[src/rtl/pwm_timer_pkg.sv]
package pwm_timer_pkg;

  localparam logic [2:0] ADR_CFG  = 3'd0;
  localparam logic [2:0] ADR_MODE = 3'd1;
  localparam logic [2:0] ADR_CTRL = 3'd2;
  localparam logic [2:0] ADR_LOAD = 3'd3;
  localparam logic [2:0] ADR_PRE  = 3'd4;
  localparam logic [2:0] ADR_MAT  = 3'd5;
  localparam logic [2:0] ADR_MPRE = 3'd6;

  localparam logic [3:0] CFG_SPLIT16 = 4'd4;
  localparam logic [3:0] MODE_PWM    = 4'b1010;

  typedef enum logic [1:0] {
    EV_RISE = 2'b00,
    EV_FALL = 2'b01,
    EV_NONE = 2'b10,
    EV_BOTH = 2'b11
  } edge_sel_e;

  typedef struct packed {
    edge_sel_e evt;
    logic      inv;
    logic      en;
  } ctrl_t;

  function automatic logic edge_fires(edge_sel_e sel, logic rise, logic fall);
    case (sel)
      EV_RISE: return rise;
      EV_FALL: return fall;
      EV_BOTH: return rise | fall;
      default: return 1'b0;
    endcase
  endfunction

  function automatic logic setup_valid(logic [3:0] cfg, logic [3:0] mode_bits);
    return (cfg == CFG_SPLIT16) && (mode_bits == MODE_PWM);
  endfunction

endpackage

[src/rtl/pwm_timer_regs.sv]
module pwm_timer_regs
  import pwm_timer_pkg::*;
#(
  parameter int CNT_W  = 16,
  parameter int PRE_W  = 8,
  parameter int DATA_W = 16,
  localparam int FULL_W = CNT_W + PRE_W
) (
  input  logic              clk,
  input  logic              rst_n,
  input  logic              wr_en,
  input  logic [2:0]        wr_addr,
  input  logic [DATA_W-1:0] wr_data,
  output logic              run,
  output logic              inv,
  output logic              ie,
  output edge_sel_e         evt,
  output logic [FULL_W-1:0] ival,
  output logic [FULL_W-1:0] mval
);

  logic [3:0]       cfg_q;
  logic [4:0]       mode_q;
  ctrl_t            ctrl_q;
  logic [CNT_W-1:0] load_q;
  logic [PRE_W-1:0] pre_q;
  logic [CNT_W-1:0] mat_q;
  logic [PRE_W-1:0] mpre_q;

  logic wr_locked;
  assign wr_locked = ctrl_q.en;

  always_ff @(posedge clk or negedge rst_n) begin
    if (!rst_n) begin
      cfg_q  <= '0;
      mode_q <= '0;
      ctrl_q <= '{evt: EV_RISE, inv: 1'b0, en: 1'b0};
      load_q <= '0;
      pre_q  <= '0;
      mat_q  <= '0;
      mpre_q <= '0;
    end else if (wr_en) begin
      case (wr_addr)
        ADR_CFG:  if (!wr_locked) cfg_q  <= wr_data[3:0];
        ADR_MODE: if (!wr_locked) mode_q <= wr_data[4:0];
        ADR_CTRL: begin
          if (!wr_locked) begin
            ctrl_q.inv <= wr_data[1];
            ctrl_q.evt <= edge_sel_e'(wr_data[3:2]);
          end
          ctrl_q.en <= wr_data[0];
        end
        ADR_LOAD: load_q <= wr_data[CNT_W-1:0];
        ADR_PRE:  pre_q  <= wr_data[PRE_W-1:0];
        ADR_MAT:  if (!wr_locked) mat_q  <= wr_data[CNT_W-1:0];
        ADR_MPRE: if (!wr_locked) mpre_q <= wr_data[PRE_W-1:0];
        default: ;
      endcase
    end
  end

  assign run  = ctrl_q.en && setup_valid(cfg_q, mode_q[3:0]);
  assign inv  = ctrl_q.inv;
  assign ie   = mode_q[4];
  assign evt  = ctrl_q.evt;
  assign ival = {pre_q, load_q};
  assign mval = {mpre_q, mat_q};

  assert_lock_match_R10: assert property (@(posedge clk) disable iff (!rst_n)
    ctrl_q.en |=> $stable(mval));
  assert_lock_setup_R10: assert property (@(posedge clk) disable iff (!rst_n)
    ctrl_q.en |=> ($stable(cfg_q) && $stable(mode_q) && $stable(inv) && $stable(evt)));

endmodule

[src/rtl/pwm_timer_counter.sv]
module pwm_timer_counter #(
  parameter int CNT_W = 16,
  parameter int PRE_W = 8,
  localparam int FULL_W = CNT_W + PRE_W
) (
  input  logic              clk,
  input  logic              rst_n,
  input  logic              run,
  input  logic [FULL_W-1:0] ival,
  input  logic [FULL_W-1:0] mval,
  output logic              raw,
  output logic              rise_evt,
  output logic              fall_evt
);

  function automatic logic [FULL_W-1:0] step_down(logic [FULL_W-1:0] c);
    return c - FULL_W'(1);
  endfunction

  function automatic logic hits_match(logic [FULL_W-1:0] c, logic [FULL_W-1:0] m);
    return (c != '0) && (step_down(c) == m);
  endfunction

  logic [FULL_W-1:0] cnt_q, cnt_d;
  logic              raw_q, raw_d;
  logic              at_zero, clr_hit;

  always_comb begin
    at_zero = (cnt_q == '0);
    clr_hit = hits_match(cnt_q, mval);
    if (!run || at_zero) begin
      cnt_d = ival;
      raw_d = 1'b1;
    end else begin
      cnt_d = step_down(cnt_q);
      raw_d = clr_hit ? 1'b0 : raw_q;
    end
  end

  always_ff @(posedge clk or negedge rst_n) begin
    if (!rst_n) begin
      cnt_q <= '0;
      raw_q <= 1'b1;
    end else begin
      cnt_q <= cnt_d;
      raw_q <= raw_d;
    end
  end

  assign raw      = raw_q;
  assign rise_evt = run && !raw_q && raw_d;
  assign fall_evt = run && raw_q && !raw_d;

  assert_reload_R3: assert property (@(posedge clk) disable iff (!rst_n)
    (run && cnt_q == '0) |=> (cnt_q == $past(ival)));
  assert_step_R3: assert property (@(posedge clk) disable iff (!rst_n)
    (run && cnt_q != '0) |=> (cnt_q == $past(cnt_q) - FULL_W'(1)));
  assert_fall_at_match_R4: assert property (@(posedge clk) disable iff (!rst_n)
    $fell(raw_q) |-> (cnt_q == mval));
  assert_rise_after_zero_R4: assert property (@(posedge clk) disable iff (!rst_n)
    $rose(raw_q) |-> ($past(cnt_q) == '0 || !$past(run)));

endmodule

[src/rtl/pwm_timer_irq.sv]
module pwm_timer_irq
  import pwm_timer_pkg::*;
(
  input  logic      clk,
  input  logic      rst_n,
  input  logic      run,
  input  logic      ie,
  input  edge_sel_e evt,
  input  logic      rise_evt,
  input  logic      fall_evt,
  output logic      irq
);

  logic irq_q;

  always_ff @(posedge clk or negedge rst_n) begin
    if (!rst_n) irq_q <= 1'b0;
    else        irq_q <= run && ie && edge_fires(evt, rise_evt, fall_evt);
  end

  assign irq = irq_q;

  assert_irq_gated_R7: assert property (@(posedge clk) disable iff (!rst_n)
    irq_q |-> $past(ie));
  assert_idle_quiet_R2: assert property (@(posedge clk) disable iff (!rst_n)
    !run |=> !irq_q);

endmodule

[src/rtl/pwm_timer_chan.sv]
module pwm_timer_chan
  import pwm_timer_pkg::*;
#(
  parameter int CNT_W  = 16,
  parameter int PRE_W  = 8,
  parameter int DATA_W = 16,
  localparam int FULL_W = CNT_W + PRE_W
) (
  input  logic              clk,
  input  logic              rst_n,
  input  logic              wr_en,
  input  logic [2:0]        wr_addr,
  input  logic [DATA_W-1:0] wr_data,
  output logic              pwm_out,
  output logic              irq
);

  logic              run, inv, ie;
  edge_sel_e         evt;
  logic [FULL_W-1:0] ival, mval;
  logic              raw, rise_evt, fall_evt;

  pwm_timer_regs #(.CNT_W(CNT_W), .PRE_W(PRE_W), .DATA_W(DATA_W)) u_regs (
    .clk(clk), .rst_n(rst_n), .wr_en(wr_en), .wr_addr(wr_addr), .wr_data(wr_data),
    .run(run), .inv(inv), .ie(ie), .evt(evt), .ival(ival), .mval(mval)
  );

  pwm_timer_counter #(.CNT_W(CNT_W), .PRE_W(PRE_W)) u_cnt (
    .clk(clk), .rst_n(rst_n), .run(run), .ival(ival), .mval(mval),
    .raw(raw), .rise_evt(rise_evt), .fall_evt(fall_evt)
  );

  pwm_timer_irq u_irq (
    .clk(clk), .rst_n(rst_n), .run(run), .ie(ie), .evt(evt),
    .rise_evt(rise_evt), .fall_evt(fall_evt), .irq(irq)
  );

  assign pwm_out = run ? (raw ^ inv) : 1'b0;

  assert_irq_on_pin_edge_R8: assert property (@(posedge clk) disable iff (!rst_n)
    (irq && run) |-> (pwm_out != $past(pwm_out)));
  assert_const_high_R5: assert property (@(posedge clk) disable iff (!rst_n)
    (run && $past(run) && mval >= ival && $stable(ival) && raw && !inv) |=> (pwm_out || !run));

endmodule

[config.mk]
export PLATFORM = sky130hd
export DESIGN_NAME = pwm_timer_chan
export DESIGN_NICKNAME = d
export VERILOG_FILES = /design/src/rtl/pwm_timer_pkg.sv /design/src/rtl/pwm_timer_regs.sv /design/src/rtl/pwm_timer_counter.sv /design/src/rtl/pwm_timer_irq.sv /design/src/rtl/pwm_timer_chan.sv
export SDC_FILE = /design/constraint.sdc
export NUM_CORES = 1
export LEC_CHECK = 0
export ABC_AREA = 1
export ABC_CLOCK_PERIOD_IN_PS = 1800
export BUFFER_PORTS_ARGS = -buffer_cell sky130_fd_sc_hd__buf_2
export CAP_MARGIN = 20
export CELL_PAD_IN_SITES_DETAIL_PLACEMENT = 1
export CELL_PAD_IN_SITES_GLOBAL_PLACEMENT = 1
export CORE_MARGIN = 2
export CORE_UTILIZATION = 41
export DETAILED_ROUTE_END_ITERATION = 8
export PLACE_DENSITY_LB_ADDON = 0.05
export SYNTH_ARGS = -nofsm -noshare
export SYNTH_HDL_FRONTEND = slang
export SYNTH_HIERARCHICAL = 1
export SYNTH_SLANG_ARGS = --single-unit
[constraint.sdc]
create_clock -name clk -period 1.8 [get_ports clk]
set_input_delay 0.27 -clock clk [delete_from_list [all_inputs] [get_ports clk]]
set_output_delay 0.27 -clock clk [all_outputs]
set_load 0.01 [all_outputs]
# Word level (Yosys, flattened, before mapping)
# Cells that the tools add are included.
# Widths: inputs -> output; s select.
[op_classes]
n_addsub = 1
n_eq_ne = 11
n_mux = 5
bitwise = 3
reduce_logical = 25
[op_table]
columns = ["cell", "count"]
rows = [
  ["$eq 24x24->1", 1],
  ["$logic_not 24->1", 1],
  ["$mux 24", 1],
  ["$reduce_bool 24->1", 1],
  ["$sub 24x1->24 const B", 1],
  ["$reduce_and 3->1", 5],
  ["$eq 3x3->1 const B", 3],
  ["$logic_and 1x1->1", 9],
  ["$eq 3x2->1 const B", 2],
  ["$reduce_and 2->1", 3],
  ["$eq 4x3->1 const B", 1],
  ["$eq 4x4->1 const B", 1],
  ["$eq 3x1->1 const B", 1],
  ["$logic_not 1->1", 3],
  ["$logic_not 3->1", 1],
  ["$mux 1", 3],
  ["$pmux 1 s3", 1],
  ["$eq 2x1->1 const B", 1],
  ["$eq 2x2->1 const B", 1],
  ["$logic_not 2->1", 1],
  ["$logic_or 1x1->1", 1],
  ["$not 1->1", 1],
  ["$or 1x1->1", 1],
  ["$xor 1x1->1", 1],
]
[totals]
register_bits = 87
in_bits = 22
out_inout_bits = 2
wordCells = 57

# Logic depth before layout (Yosys ltp)
[logic_depth]
depth_word = 11
mapped_depth = 18
ltp_nobuf = 18

# Hierarchy
# Netlist, hierarchy kept.
[by_module_without_submodules]
columns = ["mod", "n_inst", "cells_each", "area_per_inst_um2", "seq_area_each_um2"]
rows = [
  ["pwm_timer_regs", 1, 275, 2458.6, 1526.5],
  ["pwm_timer_counter", 1, 360, 2218.4, 626.9],
  ["pwm_timer_irq", 1, 11, 67.6, 25.0],
  ["pwm_timer_chan", 1, 4, 15.0, 0.0],
]

# Least setup slack after synthesis
# OpenSTA, ideal clock, no wires.
[synth_timing]
path_kind = "reg-to-reg"
startpoint = "register u_cnt.cnt_q[0]"
endpoint = "register u_irq.irq_q (netlist: u_irq/irq)"
setup_time_ns = 0.073
arrival_ns = 1.892
required_time_ns = 1.727
setup_slack_ns = -0.165
path_stages_with_launch = 17
path_buffers = 0
synth_period_minus_slack_ns = 1.965
cell_sequence = "dfrtp_1 -> inv_1 -> ha_1 -> nand2_1 -> nor2_1 -> nand2_1 -> o21bai_2 -> nand2_1 -> nand2_1 -> nand2_1 -> nor2_1 -> nand2_1 -> nor2_2 -> nand4_1 -> inv_1 -> nand2_1 -> a21oi_2"
[synth_via]
elab_chain_cells = 10
elab_cells_between_ends = 14
classes_between = "add/sub: 1; eq/ne: 1; mux: 3; bitwise: 1; reduce/logical: 8"
[synth_lines]
columns = ["item", "line_no", "source"]
rows = [
  ["start, declared", "pwm_timer_counter.sv:24", "logic [FULL_W-1:0] cnt_q, cnt_d;"],
  ["start signal, assigned", "pwm_timer_counter.sv:45", "cnt_q <= cnt_d;"],
  ["$sub 24x1->24", "pwm_timer_counter.sv:17", "return c - FULL_W'(1);"],
  ["$eq 24x24->1", "pwm_timer_counter.sv:21", "return (c != '0) && (step_down(c) == m);"],
  ["$logic_and 1x1->1", "pwm_timer_counter.sv:21", ""],
  ["$mux 1", "pwm_timer_counter.sv:36", "raw_d = clr_hit ? 1'b0 : raw_q;"],
  ["$mux 1 *", "pwm_timer_counter.sv:31", "if (!run || at_zero) begin"],
  ["$logic_not 1->1 *", "pwm_timer_counter.sv:52", "assign fall_evt = run && raw_q && !raw_d;"],
  ["$logic_and 1x1->1 *", "pwm_timer_counter.sv:52", ""],
  ["via fall_evt", "pwm_timer_chan.sv:21", "logic raw, rise_evt, fall_evt;"],
  ["$or 1x1->1", "pwm_timer_pkg.sv:31", "EV_BOTH: return rise | fall;"],
  ["$pmux 1 s3 *", "pwm_timer_pkg.sv:28", "case (sel)"],
  ["$logic_and 1x1->1 *", "pwm_timer_irq.sv:18", "else irq_q <= run && ie && edge_fires(evt, rise_evt, fall_evt);"],
  ["end signal, assigned", "pwm_timer_irq.sv:18", ""],
  ["end, declared", "pwm_timer_irq.sv:14", "logic irq_q;"],
]
# Mark *: on every way through the listed nets, which the timed path passes. The rest lies on a longest branch.
# A chain may end at the register's enable or synchronous reset.

# Final worst setup path
[layout_timing]
startpoint = "register u_cnt.cnt_q[4]"
endpoint = "register u_irq.irq_q (netlist: u_irq/irq)"
# Same word-level chain as after synthesis.

==> results.py <==
metrics = {
    "status": {
        "status": "finished with violations",
        "violations": "setup timing",
    },
    "sta": {
        "fin_crit_ns": 2.26,
        "layout_setup_ws_ns": -0.456,
        "tightest_slew_ns": 0.426,
        "slew_headroom_pct": 71.5,
        "fmax_mhz": 443,
        "skew_ns": 0.00533,
        "whs_ns": 0.162,
        "setup_viol": 26,
        "drv_slew": 0,
        "rsz0062_at_grt": "yes",
        "post-route-period-util_pct": 125,
        "hold_violations": 0,
    },
    "pwr": {
        "powerDensity_nw_per_um2": 1090,
        "ir_drop_mv": 0.605,
        "total_leakage_power_nw": 3.30,
    },
    "floorplan": {
        "die_area_sq_um": 12500,
        "start_util_pct": 41.9,
        "fp.dieW_um": 112,
        "coreArea_sq_um": 11400,
        "die_h_um": 112,
        "rows": 39,
        "num_io_pins": 24,
    },
    "hold_path": {
        "whs_path_depth": 3,
        "min_path_type": "in2reg",
    },
    "yosys": {
        "synthDominantAreaCellType": "dfrtp_1",
        "synth_area_per_cell_sq_um": 7.32,
        "ys_seq_area_share_pct": 45.8,
        "synth_cells": 650,
        "synth_top_cell_area_share_pct": 45.2,
        "yosysWarningCount": 6,
        "syn_nets": 674,
        "synth_area_leaders": "dfrtp_1, nand2_1, nand3_1, inv_1, nor2_1",
        "syn_area_sq_um": 4760,
        "ys_types": 29,
        "synth-seq-cells": 87,
    },
    "routing": {
        "antenna_left": 0,
        "viasPerCell": 5.27,
        "drc": 0,
        "drt_iter0_drc": 274,
        "routedWlPerCell_um": 18.6,
        "finalWirelength_mm": 17.0,
        "dr.pass1.iters": 4,
        "vias": 4831,
    },
    "critical_path": {
        "reg2regPathDepth": 16,
        "crit_arrival_ns": 2.54,
        "crit_path_max_fanout": 4,
        "worstPathRequired_ns": 2.09,
        "end_kind": "register",
        "critPathLaunchType": "register",
        "crit_type": "reg2reg",
    },
    "global_route": {
        "grt_max_degree": 33,
        "antenna_found_initial": 0,
        "grt_usage_pct": 28.2,
        "grt_pass1_vias": 5237,
        "overflow": 0,
        "grt_first_pass_wirelength_mm": 27.3,
    },
    "final_layout": {
        "drive_gt1_share_pct": 27.6,
        "ff_latch_area_sq_um": 2180,
        "fillerInstances": 1450,
        "layout_commonest_cell": "nand2_1",
        "nets": 796,
        "layout_common_cells": "nand2_1, buf_4, dfrtp_1",
        "synthToLayoutAreaGrowth_pct": 32.9,
        "multi_input_area_sq_um": 2440,
        "insertedDiodeCount": 0,
    },
    "clock_network": {
        "clk_latency_ns": 0.35,
        "cts_buffer_depth": 2,
        "cts_tree": "built",
        "clk_pin_slew_ns": 0.06,
        "htreeDepth": 3,
        "numCtsBuffers": 9,
        "cts-root-buf": "clkbuf_16",
        "cts_sinks": 87,
    },
    "placement": {
        "dp_hpwl_mm": 12.0,
        "gp_congestion": 0.900,
        "dp_slack_ns": -0.582,
        "io_buffer_count": 23,
    },
    "job": {
        "cap_violations": 0,
    },
}
-- power by group --
part / switching (mW) / internal [mW] / total [mW]
Sequential: 0.357 / 2.32 / 2.68
Combinational: 1.31 / 1.04 / 2.35
Clock: 0.790 / 1.05 / 1.84
Total: 2.46 / 4.41 / 6.87
-- logic make-up after synthesis --
| family | synth area share [%] |
|---|---|
| adders and majority gates | 0.526 |
| xor gates and xnor gates | 1.21 |
| AOI/OAI and AO/OA | 6.60 |
| DFF | 45.8 |
| and+or+nand+nor | 38.7 |
| buffers and inverters | 7.20 |
-- timing repair --
action                                  CTS  global route
pin swaps                                27            17
endpoints found under the setup margin   27            27
endpoints found under the hold margin    20             0
hold buffers                              1             0
resized for setup                        36            42
setup buffers                             5             5
cloned                                    1             1
-- area by class of cell --
cell class              instances  share of cell area (%)
flip-flops and latches         87                    34.5
clock inverters                 4                   0.791
well taps                     143                    2.83
repair buffers                125                    15.4
repair inverters                1                   0.138
clock buffers                   9                    3.56
multi-input cells             477                    38.6
inverters                      71                    4.29
-- final timing paths --
| check | startpoint | slack (ns) | to |
|---|---|---|---|
| hold reg to reg | u_regs/mode_q[2]$_DFFE_PN0P_ | 0.48 | u_regs/mode_q[2]$_DFFE_PN0P_ |
| min in group asynchronous | rst_n | 0.38 | u_regs/load_q[10]$_DFFE_PN0P_ |
| setup / recovery | u_cnt/cnt_q[4]$_DFF_PN0_ | -0.46 | u_irq/irq$_DFF_PN0_ |
| hold / removal | wr_data[15] | 0.16 | u_regs/mat_q[15]$_DFFE_PN0P_ |
| max in group asynchronous | rst_n | 0.82 | u_cnt/cnt_q[3]$_DFF_PN0_ |
| setup reg to reg | u_cnt/cnt_q[4]$_DFF_PN0_ | -0.46 | u_irq/irq$_DFF_PN0_ |
-- per-stage QoR --
| stage | cells | TNS, ns | power (mW) | util (%) | instance area, sq um |
|---|---|---|---|---|---|
| after floorplan | 650 | -0.0446 | 3.72 | - | 4770 |
| after global placement | 892 | -4.19 | 4.63 | 50.0 | 5690 |
| after detailed placement | 892 | -4.33 | 4.75 | 50.0 | 5690 |
| after CTS | 911 | -0.927 | 6.75 | 54.0 | 6130 |
| after global routing | 917 | -6.97 | 7.30 | 55.6 | 6320 |
| final | 917 | -5.94 | 6.87 | 55.6 | 6320 |
-- per-layer routing --
| layer | GRT usage (%) | wire length [um] |
|---|---|---|
| met4 | 11.7 | 481 |
| met3 | 3.16 | 552 |
| met1 | 35.7 | 7260 |
| met2 | 49.2 | 8730 |
| met5 | 0 | 0 |
-- cells in the mapped netlist --
| cell | n |
|---|---|
| o21ai_0 | 37 |
| nand2_4 | 1 |
| nand3_1 | 71 |
| dfstp_2 | 1 |
| clkbuf_1 | 1 |
| nand3b_1 | 13 |
| buf_4 | 1 |
| nand2_2 | 6 |
| nand4_1 | 7 |
| dfrtp_1 | 86 |
| xor2_1 | 3 |
| nor2_1 | 58 |
| xnor3_1 | 1 |
| nor4b_1 | 1 |
| nand3_2 | 1 |
| o21bai_2 | 1 |
| a21oi_2 | 1 |
| o21ai_2 | 1 |
| nand2_1 | 236 |
| inv_2 | 2 |
| nor2_2 | 7 |
| xnor2_1 | 1 |
| nor3_1 | 4 |
| buf_2 | 13 |
| ha_1 | 2 |
| nor2_8 | 1 |
| inv_1 | 69 |
| a31oi_1 | 16 |
| nor2_4 | 8 |
-- sequential cells by signal, indices dropped and copies added (netlist names) --
name,count
u_cnt/cnt_q,24
u_cnt/raw,1
u_irq/irq,1
u_regs/cfg_q,4
u_regs/evt,2
u_regs/inv,1
u_regs/load_q,16
u_regs/mat_q,16
u_regs/mode_q,5
u_regs/mpre_q,8
u_regs/pre_q,8
u_regs/wr_locked,1
-- critical path, cell delays in order (launching register included) --
cell	delay [ns]
dfrtp_1	0.42
nor2_2	0.18
nand2_2	0.13
buf_6	0.15
inv_1	0.09
nand3_2	0.09
nand3_1	0.09
nand2_1	0.08
nor2_1	0.14
nand2_1	0.09
nor2_2	0.15
nand2_1	0.09
nor2_2	0.15
nand4_1	0.11
inv_1	0.06
nand2_1	0.06
a21oi_2	0.11
Power figures use the tool's default switching activity.
